## src/rtl/conv_mac_pkg.sv

```systemverilog
package conv_mac_pkg;
  typedef enum logic {
    MODE_MULT = 1'b0,
    MODE_CONV = 1'b1
  } coef_mode_e;

  function automatic int unsigned acc_width(int unsigned dw);
    return 3 * dw;
  endfunction
endpackage

```

## src/rtl/conv_idx_sched.sv

```systemverilog
module conv_idx_sched #(
  parameter int unsigned LEN_W = 16,
  localparam int unsigned K_W = LEN_W + 1
) (
  input  logic             clk_i,
  input  logic             rst_ni,
  input  logic             start_i,
  input  logic [LEN_W-1:0] len_a_i,
  input  logic [LEN_W-1:0] len_b_i,
  input  logic             last_ok_i,
  output logic             issue_o,
  output logic [LEN_W-1:0] i_o,
  output logic [LEN_W-1:0] j_o,
  output logic [K_W-1:0]   k_o,
  output logic             first_o,
  output logic             last_o,
  output logic             final_o,
  output logic             active_o,
  output logic [LEN_W-1:0] na_o,
  output logic [LEN_W-1:0] nb_o
);
  logic [LEN_W-1:0] na_q, nb_q, i_q;
  logic [K_W-1:0]   k_q, k_inc, na_x, nb_x, i_x;
  logic [K_W-1:0]   lo_k, hi_k, lo_next, k_last;
  logic             active_q, last_term, final_term;

  assign na_x  = K_W'(na_q);
  assign nb_x  = K_W'(nb_q);
  assign i_x   = K_W'(i_q);
  assign k_inc = k_q + K_W'(1);

  // i window for the current k and the next one
  assign lo_k    = (k_inc > nb_x) ? k_inc - nb_x : '0;
  assign lo_next = (k_inc + K_W'(1) > nb_x) ? k_inc + K_W'(1) - nb_x : '0;
  assign hi_k    = (k_q < na_x - K_W'(1)) ? k_q : na_x - K_W'(1);
  assign k_last  = na_x + nb_x - K_W'(2);

  assign last_term  = (i_x == hi_k);
  assign final_term = last_term && (k_q == k_last);

  // a closing term only goes out when the output slot can take it
  assign issue_o  = active_q && (!last_term || last_ok_i);
  assign i_o      = i_q;
  assign j_o      = LEN_W'(k_q - i_x);
  assign k_o      = k_q;
  assign first_o  = (i_x == lo_k);
  assign last_o   = last_term;
  assign final_o  = final_term;
  assign active_o = active_q;
  assign na_o     = na_q;
  assign nb_o     = nb_q;

  always_ff @(posedge clk_i or negedge rst_ni) begin
    if (!rst_ni) begin
      na_q     <= '0;
      nb_q     <= '0;
      i_q      <= '0;
      k_q      <= '0;
      active_q <= 1'b0;
    end else if (start_i) begin
      na_q     <= len_a_i;
      nb_q     <= len_b_i;
      i_q      <= '0;
      k_q      <= '0;
      active_q <= (len_a_i != '0) && (len_b_i != '0);
    end else if (issue_o) begin
      if (last_term) begin
        if (final_term) begin
          active_q <= 1'b0;
        end else begin
          k_q <= k_inc;
          i_q <= LEN_W'(lo_next);
        end
      end else begin
        i_q <= i_q + LEN_W'(1);
      end
    end
  end
endmodule

```

## src/rtl/conv_mac_acc.sv

```systemverilog
module conv_mac_acc #(
  parameter int unsigned DATA_W = 32,
  parameter int unsigned K_W    = 17,
  localparam int unsigned PROD_W = 2 * DATA_W,
  localparam int unsigned ACC_W  = conv_mac_pkg::acc_width(DATA_W)
) (
  input  logic              clk_i,
  input  logic              rst_ni,
  input  logic              valid_i,
  input  logic              first_i,
  input  logic              last_i,
  input  logic              final_i,
  input  logic [K_W-1:0]    idx_i,
  input  logic [DATA_W-1:0] a_i,
  input  logic [DATA_W-1:0] b_i,
  input  logic              out_ready_i,
  output logic              slot_ok_o,
  output logic              out_valid_o,
  output logic [ACC_W-1:0]  out_data_o,
  output logic [K_W-1:0]    out_idx_o,
  output logic              out_final_o
);
  logic [PROD_W-1:0] prod;
  logic [ACC_W-1:0]  acc_q, sum;
  logic              out_valid_q, out_final_q;
  logic [ACC_W-1:0]  out_data_q;
  logic [K_W-1:0]    out_idx_q;

  assign prod = PROD_W'(a_i) * PROD_W'(b_i);
  assign sum  = first_i ? ACC_W'(prod) : acc_q + ACC_W'(prod);

  // free next cycle, and no closing term already in flight
  assign slot_ok_o = (!out_valid_q || out_ready_i) && !(valid_i && last_i);

  always_ff @(posedge clk_i or negedge rst_ni) begin
    if (!rst_ni) begin
      acc_q <= '0;
    end else if (valid_i) begin
      acc_q <= sum;
    end
  end

  always_ff @(posedge clk_i or negedge rst_ni) begin
    if (!rst_ni) begin
      out_valid_q <= 1'b0;
      out_data_q  <= '0;
      out_idx_q   <= '0;
      out_final_q <= 1'b0;
    end else if (valid_i && last_i) begin
      out_valid_q <= 1'b1;
      out_data_q  <= sum;
      out_idx_q   <= idx_i;
      out_final_q <= final_i;
    end else if (out_ready_i) begin
      out_valid_q <= 1'b0;
    end
  end

  assign out_valid_o = out_valid_q;
  assign out_data_o  = out_data_q;
  assign out_idx_o   = out_idx_q;
  assign out_final_o = out_final_q;
endmodule

```

## src/rtl/conv_mac_engine.sv

```systemverilog
module conv_mac_engine
  import conv_mac_pkg::*;
#(
  parameter int unsigned DATA_W = 32,
  parameter int unsigned LEN_W  = 16,
  localparam int unsigned K_W   = LEN_W + 1,
  localparam int unsigned ACC_W = acc_width(DATA_W)
) (
  input  logic              clk_i,
  input  logic              rst_ni,
  input  logic              start_i,
  input  logic [LEN_W-1:0]  len_a_i,
  input  logic [LEN_W-1:0]  len_b_i,
  input  logic              conv_mode_i,
  output logic              a_rd_o,
  output logic [LEN_W-1:0]  a_addr_o,
  input  logic [DATA_W-1:0] a_data_i,
  output logic              b_rd_o,
  output logic [LEN_W-1:0]  b_addr_o,
  input  logic [DATA_W-1:0] b_data_i,
  output logic              coef_valid_o,
  input  logic              coef_ready_i,
  output logic [ACC_W-1:0]  coef_o,
  output logic [K_W-1:0]    coef_idx_o,
  output logic              coef_result_o,
  output logic              busy_o,
  output logic              done_o
);
  logic             start_acc, zero_len;
  logic             issue, t_first, t_last, t_final, active, slot_ok;
  logic [LEN_W-1:0] t_i, t_j, len_a_q, len_b_q;
  logic [K_W-1:0]   t_k;
  logic             s1_valid_q, s1_first_q, s1_last_q, s1_final_q;
  logic [K_W-1:0]   s1_k_q;
  logic             out_final, done_q;
  coef_mode_e       mode_q;

  assign start_acc = start_i && !busy_o;
  assign zero_len  = (len_a_i == '0) || (len_b_i == '0);

  conv_idx_sched #(.LEN_W(LEN_W)) i_sched (
    .clk_i     (clk_i),
    .rst_ni    (rst_ni),
    .start_i   (start_acc),
    .len_a_i   (len_a_i),
    .len_b_i   (len_b_i),
    .last_ok_i (slot_ok),
    .issue_o   (issue),
    .i_o       (t_i),
    .j_o       (t_j),
    .k_o       (t_k),
    .first_o   (t_first),
    .last_o    (t_last),
    .final_o   (t_final),
    .active_o  (active),
    .na_o      (len_a_q),
    .nb_o      (len_b_q)
  );

  assign a_rd_o   = issue;
  assign a_addr_o = t_i;
  assign b_rd_o   = issue;
  assign b_addr_o = t_j;

  // term tags wait one cycle alongside the memory read
  always_ff @(posedge clk_i or negedge rst_ni) begin
    if (!rst_ni) begin
      s1_valid_q <= 1'b0;
      s1_first_q <= 1'b0;
      s1_last_q  <= 1'b0;
      s1_final_q <= 1'b0;
      s1_k_q     <= '0;
    end else begin
      s1_valid_q <= issue;
      s1_first_q <= t_first;
      s1_last_q  <= t_last;
      s1_final_q <= t_final;
      s1_k_q     <= t_k;
    end
  end

  conv_mac_acc #(.DATA_W(DATA_W), .K_W(K_W)) i_acc (
    .clk_i       (clk_i),
    .rst_ni      (rst_ni),
    .valid_i     (s1_valid_q),
    .first_i     (s1_first_q),
    .last_i      (s1_last_q),
    .final_i     (s1_final_q),
    .idx_i       (s1_k_q),
    .a_i         (a_data_i),
    .b_i         (b_data_i),
    .out_ready_i (coef_ready_i),
    .slot_ok_o   (slot_ok),
    .out_valid_o (coef_valid_o),
    .out_data_o  (coef_o),
    .out_idx_o   (coef_idx_o),
    .out_final_o (out_final)
  );

  always_ff @(posedge clk_i or negedge rst_ni) begin
    if (!rst_ni) begin
      mode_q <= MODE_MULT;
      done_q <= 1'b0;
    end else if (start_acc) begin
      mode_q <= conv_mode_i ? MODE_CONV : MODE_MULT;
      done_q <= zero_len;
    end else if (coef_valid_o && coef_ready_i && out_final) begin
      done_q <= 1'b1;
    end
  end

  assign coef_result_o = (mode_q == MODE_CONV);
  assign busy_o        = active || s1_valid_q || coef_valid_o;
  assign done_o        = done_q;
endmodule

```

## config.mk

```make
export PLATFORM = sky130hd
export DESIGN_NAME = conv_mac_engine
export DESIGN_NICKNAME = d
export VERILOG_FILES = /design/src/rtl/conv_mac_pkg.sv /design/src/rtl/conv_idx_sched.sv /design/src/rtl/conv_mac_acc.sv /design/src/rtl/conv_mac_engine.sv
export SDC_FILE = /design/constraint.sdc
export NUM_CORES = 2
export LEC_CHECK = 0
export BUFFER_PORTS_ARGS = -buffer_cell sky130_fd_sc_hd__buf_2
export CORE_ASPECT_RATIO = 1.1
export CORE_MARGIN = 2
export CORE_UTILIZATION = 25
export CTS_CLUSTER_SIZE = 8
export DETAILED_ROUTE_END_ITERATION = 10
export SYNTH_ARGS = -nofsm -noshare
export SYNTH_HDL_FRONTEND = slang
export SYNTH_SLANG_ARGS = --single-unit
```

## constraint.sdc

```tcl
create_clock -name clk_i -period 7.8 [get_ports clk_i]
set_input_delay 1.95 -clock clk_i [delete_from_list [all_inputs] [get_ports clk_i]]
set_output_delay 1.95 -clock clk_i [all_outputs]
set_load 0.005 [all_outputs]
```

==> results.toml <==
[timing]
fin_worst_hold_slack_ps = 447
worst_pin_slew_ps = 1320
finClkSkew_ps = 52.1
report.final.slew_viol_count = 0
layout_worst_path_cycle_share = 1.38
final_period_minus_worst_setup_slack_ps = 10790
fin_ws_ps = -2990
finalHoldViolCount = 0
max_freq_ghz = 0.0927
setup_repair_after_global_routing_missed_its_margin = "yes"
setup_viol = 174
fin_tns_setup_ps = -413950
slew-limit-headroom = 0.118

[run_status]
outcome = "complete, but fails checks"
violations = "setup timing"

[final_layout]
final_layout_size_suffix_gt1_frac = 0.230
synthToLayoutAreaGrowth_pct = 27.3
finish.instance_area_sq_mm = 0.0714
multi_input_comb_area_sq_mm = 0.0461
register_area_sq_mm = 0.00751
finish.net_count = 8759
fill_cells = 23000

[worst_setup_path]
timing.critical_path.required_ps = 8310
critPathLaunchType = "input port"
cpMostUsedCell = "sky130_fd_sc_hd__fa_1"
r2r_start = "i_sched.na_o[0]"
setup.worst_path.end_class = "flip-flop"
crit_end = "i_acc.acc_q[89]"
critical_path_maximum_fanout = 11
worst_ep_arrival_time_ps = 11300
path_class = "in2reg"
worstRegToRegCells = 19
timing.critical_path.from = "b_data_i[15]"
rr_endpoint = "i_sched.i_o[5]"
critical-path-max-stage-delay_ps = 590
crit_path_top_delay_cell = "sky130_fd_sc_hd__fa_2"
setup.reg_to_reg.worst_slack_ps = 1440

[clocking]
total_number_of_clock_tree_sinks = 300
clkTransAtPathRegs_ps = 60
clock-root-buffer = "sky130_fd_sc_hd__clkbuf_16"
cts-buffers-inserted = 46
cts-htree-levels = 2
hold_fix_buffers_at_cts = 0
worstSkewPairLatency_ps = 640
cts_tree = "built"
clock_path_buffers = 3

[logic_synthesis]
synth.mux.area_fraction = 0.0101
synth_simple_gate_area_share = 0.187
synth_async_sr_flop_share = 1.00
synth.yosys.seq_area_share = 0.134
number_of_synthesized_flops_with_an_enable_pin = 0
synth_area_per_cell_sq_um = 8.64
synth_top_family_by_area = "adder cells"
synthesis.area_sq_mm = 0.0561
synth-main-ff-cell = "sky130_fd_sc_hd__dfrtp_1"
netlist.top_cell.by_area = "sky130_fd_sc_hd__fa_1"
synth_seq_cells = 300
synth.lib_cells_used.distinct = 94
synthTopCellsByArea = "sky130_fd_sc_hd__fa_1 32%, sky130_fd_sc_hd__dfrtp_1 13%, sky130_fd_sc_hd__ha_1 9.7%, sky130_fd_sc_hd__inv_1 6.9%, sky130_fd_sc_hd__and2_1 6.6%"
post_synth_xor_area_fraction = 0.0405
synth_adder_area_share = 0.419
synthesis.instances = 6487
yosysWarningCount = 0
post-synth-top-area-fraction = 0.322
synth_fp_nets = 7925
synth_compound_area_frac = 0.116

[global_route]
grt_util_all_layers = 0.162
wire_length_of_the_first_global_routing_pass_microns = 296000
grt_max_degree = 97
grt_antenna_before_repair = 7
overflow = 0
grt_pass1_vias = 52100

[detailed_routing]
overall_via_count_from_detail_route = 48800
drc = 0
detail_route.wirelength_microns = 187000
detail_route.vias_per_cell = 4.74
first_pass_iters = 6
ant_nets = 0
drt_first_iter_violations = 3003
route.detailed.wl_per_inst_microns = 18.2

[die]
area_of_the_die_sq_mm = 0.228
width_of_the_die_microns = 456
ioPinCount = 252
die-height_microns = 501
placementRows = 182
starting_density_of_the_core = 0.251
core_area_sq_mm = 0.223

[run]
maxCapViolCount = 0

[place]
routabilityCongestion = 0.927
port_buffers = 251
placement.cell_area_sq_mm = 0.0666
hpwlAfterDp_microns = 154000

[hold_path]
min-delay-path-class = "reg2reg"
[timing repair]
item                       CTS  global route
setup endpoints to repair  176           176
pin swaps                  186           208
cloned                       4             2
resized for setup          328           292
setup buffers               37            58
[worst min path at each step]
stage | to | slack [ps] | from | depth (start not counted)
after floorplan | s1_k_q[0] | 400 | i_sched.k_o[0] | 0
after global placement | i_acc.out_idx_o[12] | 430 | s1_k_q[12] | 2
after detailed placement | i_acc.out_idx_o[5] | 430 | s1_k_q[5] | 2
after CTS | i_acc.out_idx_o[9] | 450 | s1_k_q[9] | 2
after global routing | i_acc.out_idx_o[11] | 470 | s1_k_q[11] | 2
final | i_acc.out_idx_o[10] | 450 | s1_k_q[10] | 2
[sequential cells by signal, summed over array words and instances (netlist names), 16 cells and up]
| name | cells |
|---|---|
| i_acc.out_data_o | 96 |
| i_sched.na_o | 16 |
| s1_k_q | 17 |
| i_sched.nb_o | 16 |
| i_acc.acc_q | 96 |
| i_sched.k_o | 17 |
| i_acc.out_idx_o | 17 |
| i_sched.i_o | 16 |
[cells in the final DEF, fill, tap and decap left out, types with 34 or more instances in the layout]
master | Yosys | final
sky130_fd_sc_hd__nor2b_1 | 39 | 39
sky130_fd_sc_hd__inv_1 | 1036 | 1020
sky130_fd_sc_hd__xor2_1 | 74 | 66
sky130_fd_sc_hd__a21oi_1 | 283 | 219
sky130_fd_sc_hd__a21o_1 | 117 | 115
sky130_fd_sc_hd__nand4_1 | 68 | 68
sky130_fd_sc_hd__a21oi_2 | 1 | 55
sky130_fd_sc_hd__and2_1 | 589 | 533
sky130_fd_sc_hd__buf_12 | 0 | 34
sky130_fd_sc_hd__mux2i_1 | 44 | 37
sky130_fd_sc_hd__buf_4 | 6 | 798
sky130_fd_sc_hd__ha_4 | 0 | 35
sky130_fd_sc_hd__fa_1 | 901 | 853
sky130_fd_sc_hd__dfrtp_1 | 300 | 298
sky130_fd_sc_hd__buf_6 | 0 | 80
sky130_fd_sc_hd__nor2_1 | 241 | 232
sky130_fd_sc_hd__o21bai_1 | 44 | 39
sky130_fd_sc_hd__nand3_1 | 92 | 84
sky130_fd_sc_hd__nor3_1 | 76 | 61
sky130_fd_sc_hd__nand2_1 | 855 | 840
sky130_fd_sc_hd__buf_2 | 9 | 205
sky130_fd_sc_hd__and3_1 | 39 | 34
sky130_fd_sc_hd__clkbuf_16 | 0 | 49
sky130_fd_sc_hd__o21ai_0 | 243 | 129
sky130_fd_sc_hd__xnor2_1 | 183 | 154
sky130_fd_sc_hd__o21ai_1 | 18 | 90
sky130_fd_sc_hd__ha_1 | 436 | 399
sky130_fd_sc_hd__fa_2 | 0 | 48
sky130_fd_sc_hd__and2_4 | 0 | 54
[layer usage]
layer  vias up  GRT usage  part of all wire
met3       315     0.0219             0.053
li1      22300          -                 -
met4         6     0.0461             0.031
met2      1340      0.291              0.51
met1     24800      0.202              0.41
met5         -          0           0.00015
[through the flow]
step | utilization | std cells | setup slack (ps)
after floorplan | - | 6487 | -2810
after global placement | 0.298 | 10100 | -3970
after detailed placement | 0.298 | 10100 | -4110
after CTS | 0.312 | 10200 | -3010
after global routing | 0.320 | 10300 | -3280
final | 0.320 | 10300 | -2990
[final cells by class]
class | count | area share
multi-input combinational | 4802 | 0.646
timing repair buffer | 1133 | 0.124
sequential | 300 | 0.105
inverter | 1038 | 0.0546
tap | 2944 | 0.0516
clock buffer | 60 | 0.0176
clock inverter | 6 | 0.00168
antenna | 3 | 0.000105
[critical path, delay by kind of cell]
family / cells / cell delay (ps)
AO/OA/AOI/OAI: 7 / 1410
buffers and inverters: 12 / 1520
XOR/XNOR: 1 / 160
adder cells (fa/ha/maj): 10 / 4630
AND/OR/NAND/NOR: 9 / 1590
[logic make-up (layout without fill, tap and decap cells)]
family,Yosys count,in the layout
simple gates,2127,2127
buf+inv,1387,2237
fa+ha+maj,1337,1337
compound gates,1023,1025
flops,300,300
xor+xnor,258,258
mux,55,55
other cells,0,3
[cell usage after synthesis, drive strengths merged, types with 24 or more instances]
cell / number
nand3: 93
ha: 436
nor3: 79
a21oi: 284
xnor2: 183
a31oi: 36
xor2: 74
clkbuf: 326
inv: 1036
a21o: 117
o31ai: 24
nor4: 41
nand4: 69
nand2: 855
o21bai: 44
a211oi: 31
mux2i: 44
o211ai: 24
fa: 901
dfrtp: 300
nor2b: 39
and2: 589
o21a: 26
o21ai: 262
and3: 39
nor2: 241
Power is left out: the tool's default activity adds up to more than one toggle a clock period on the data nets, which glitch-free logic cannot reach.
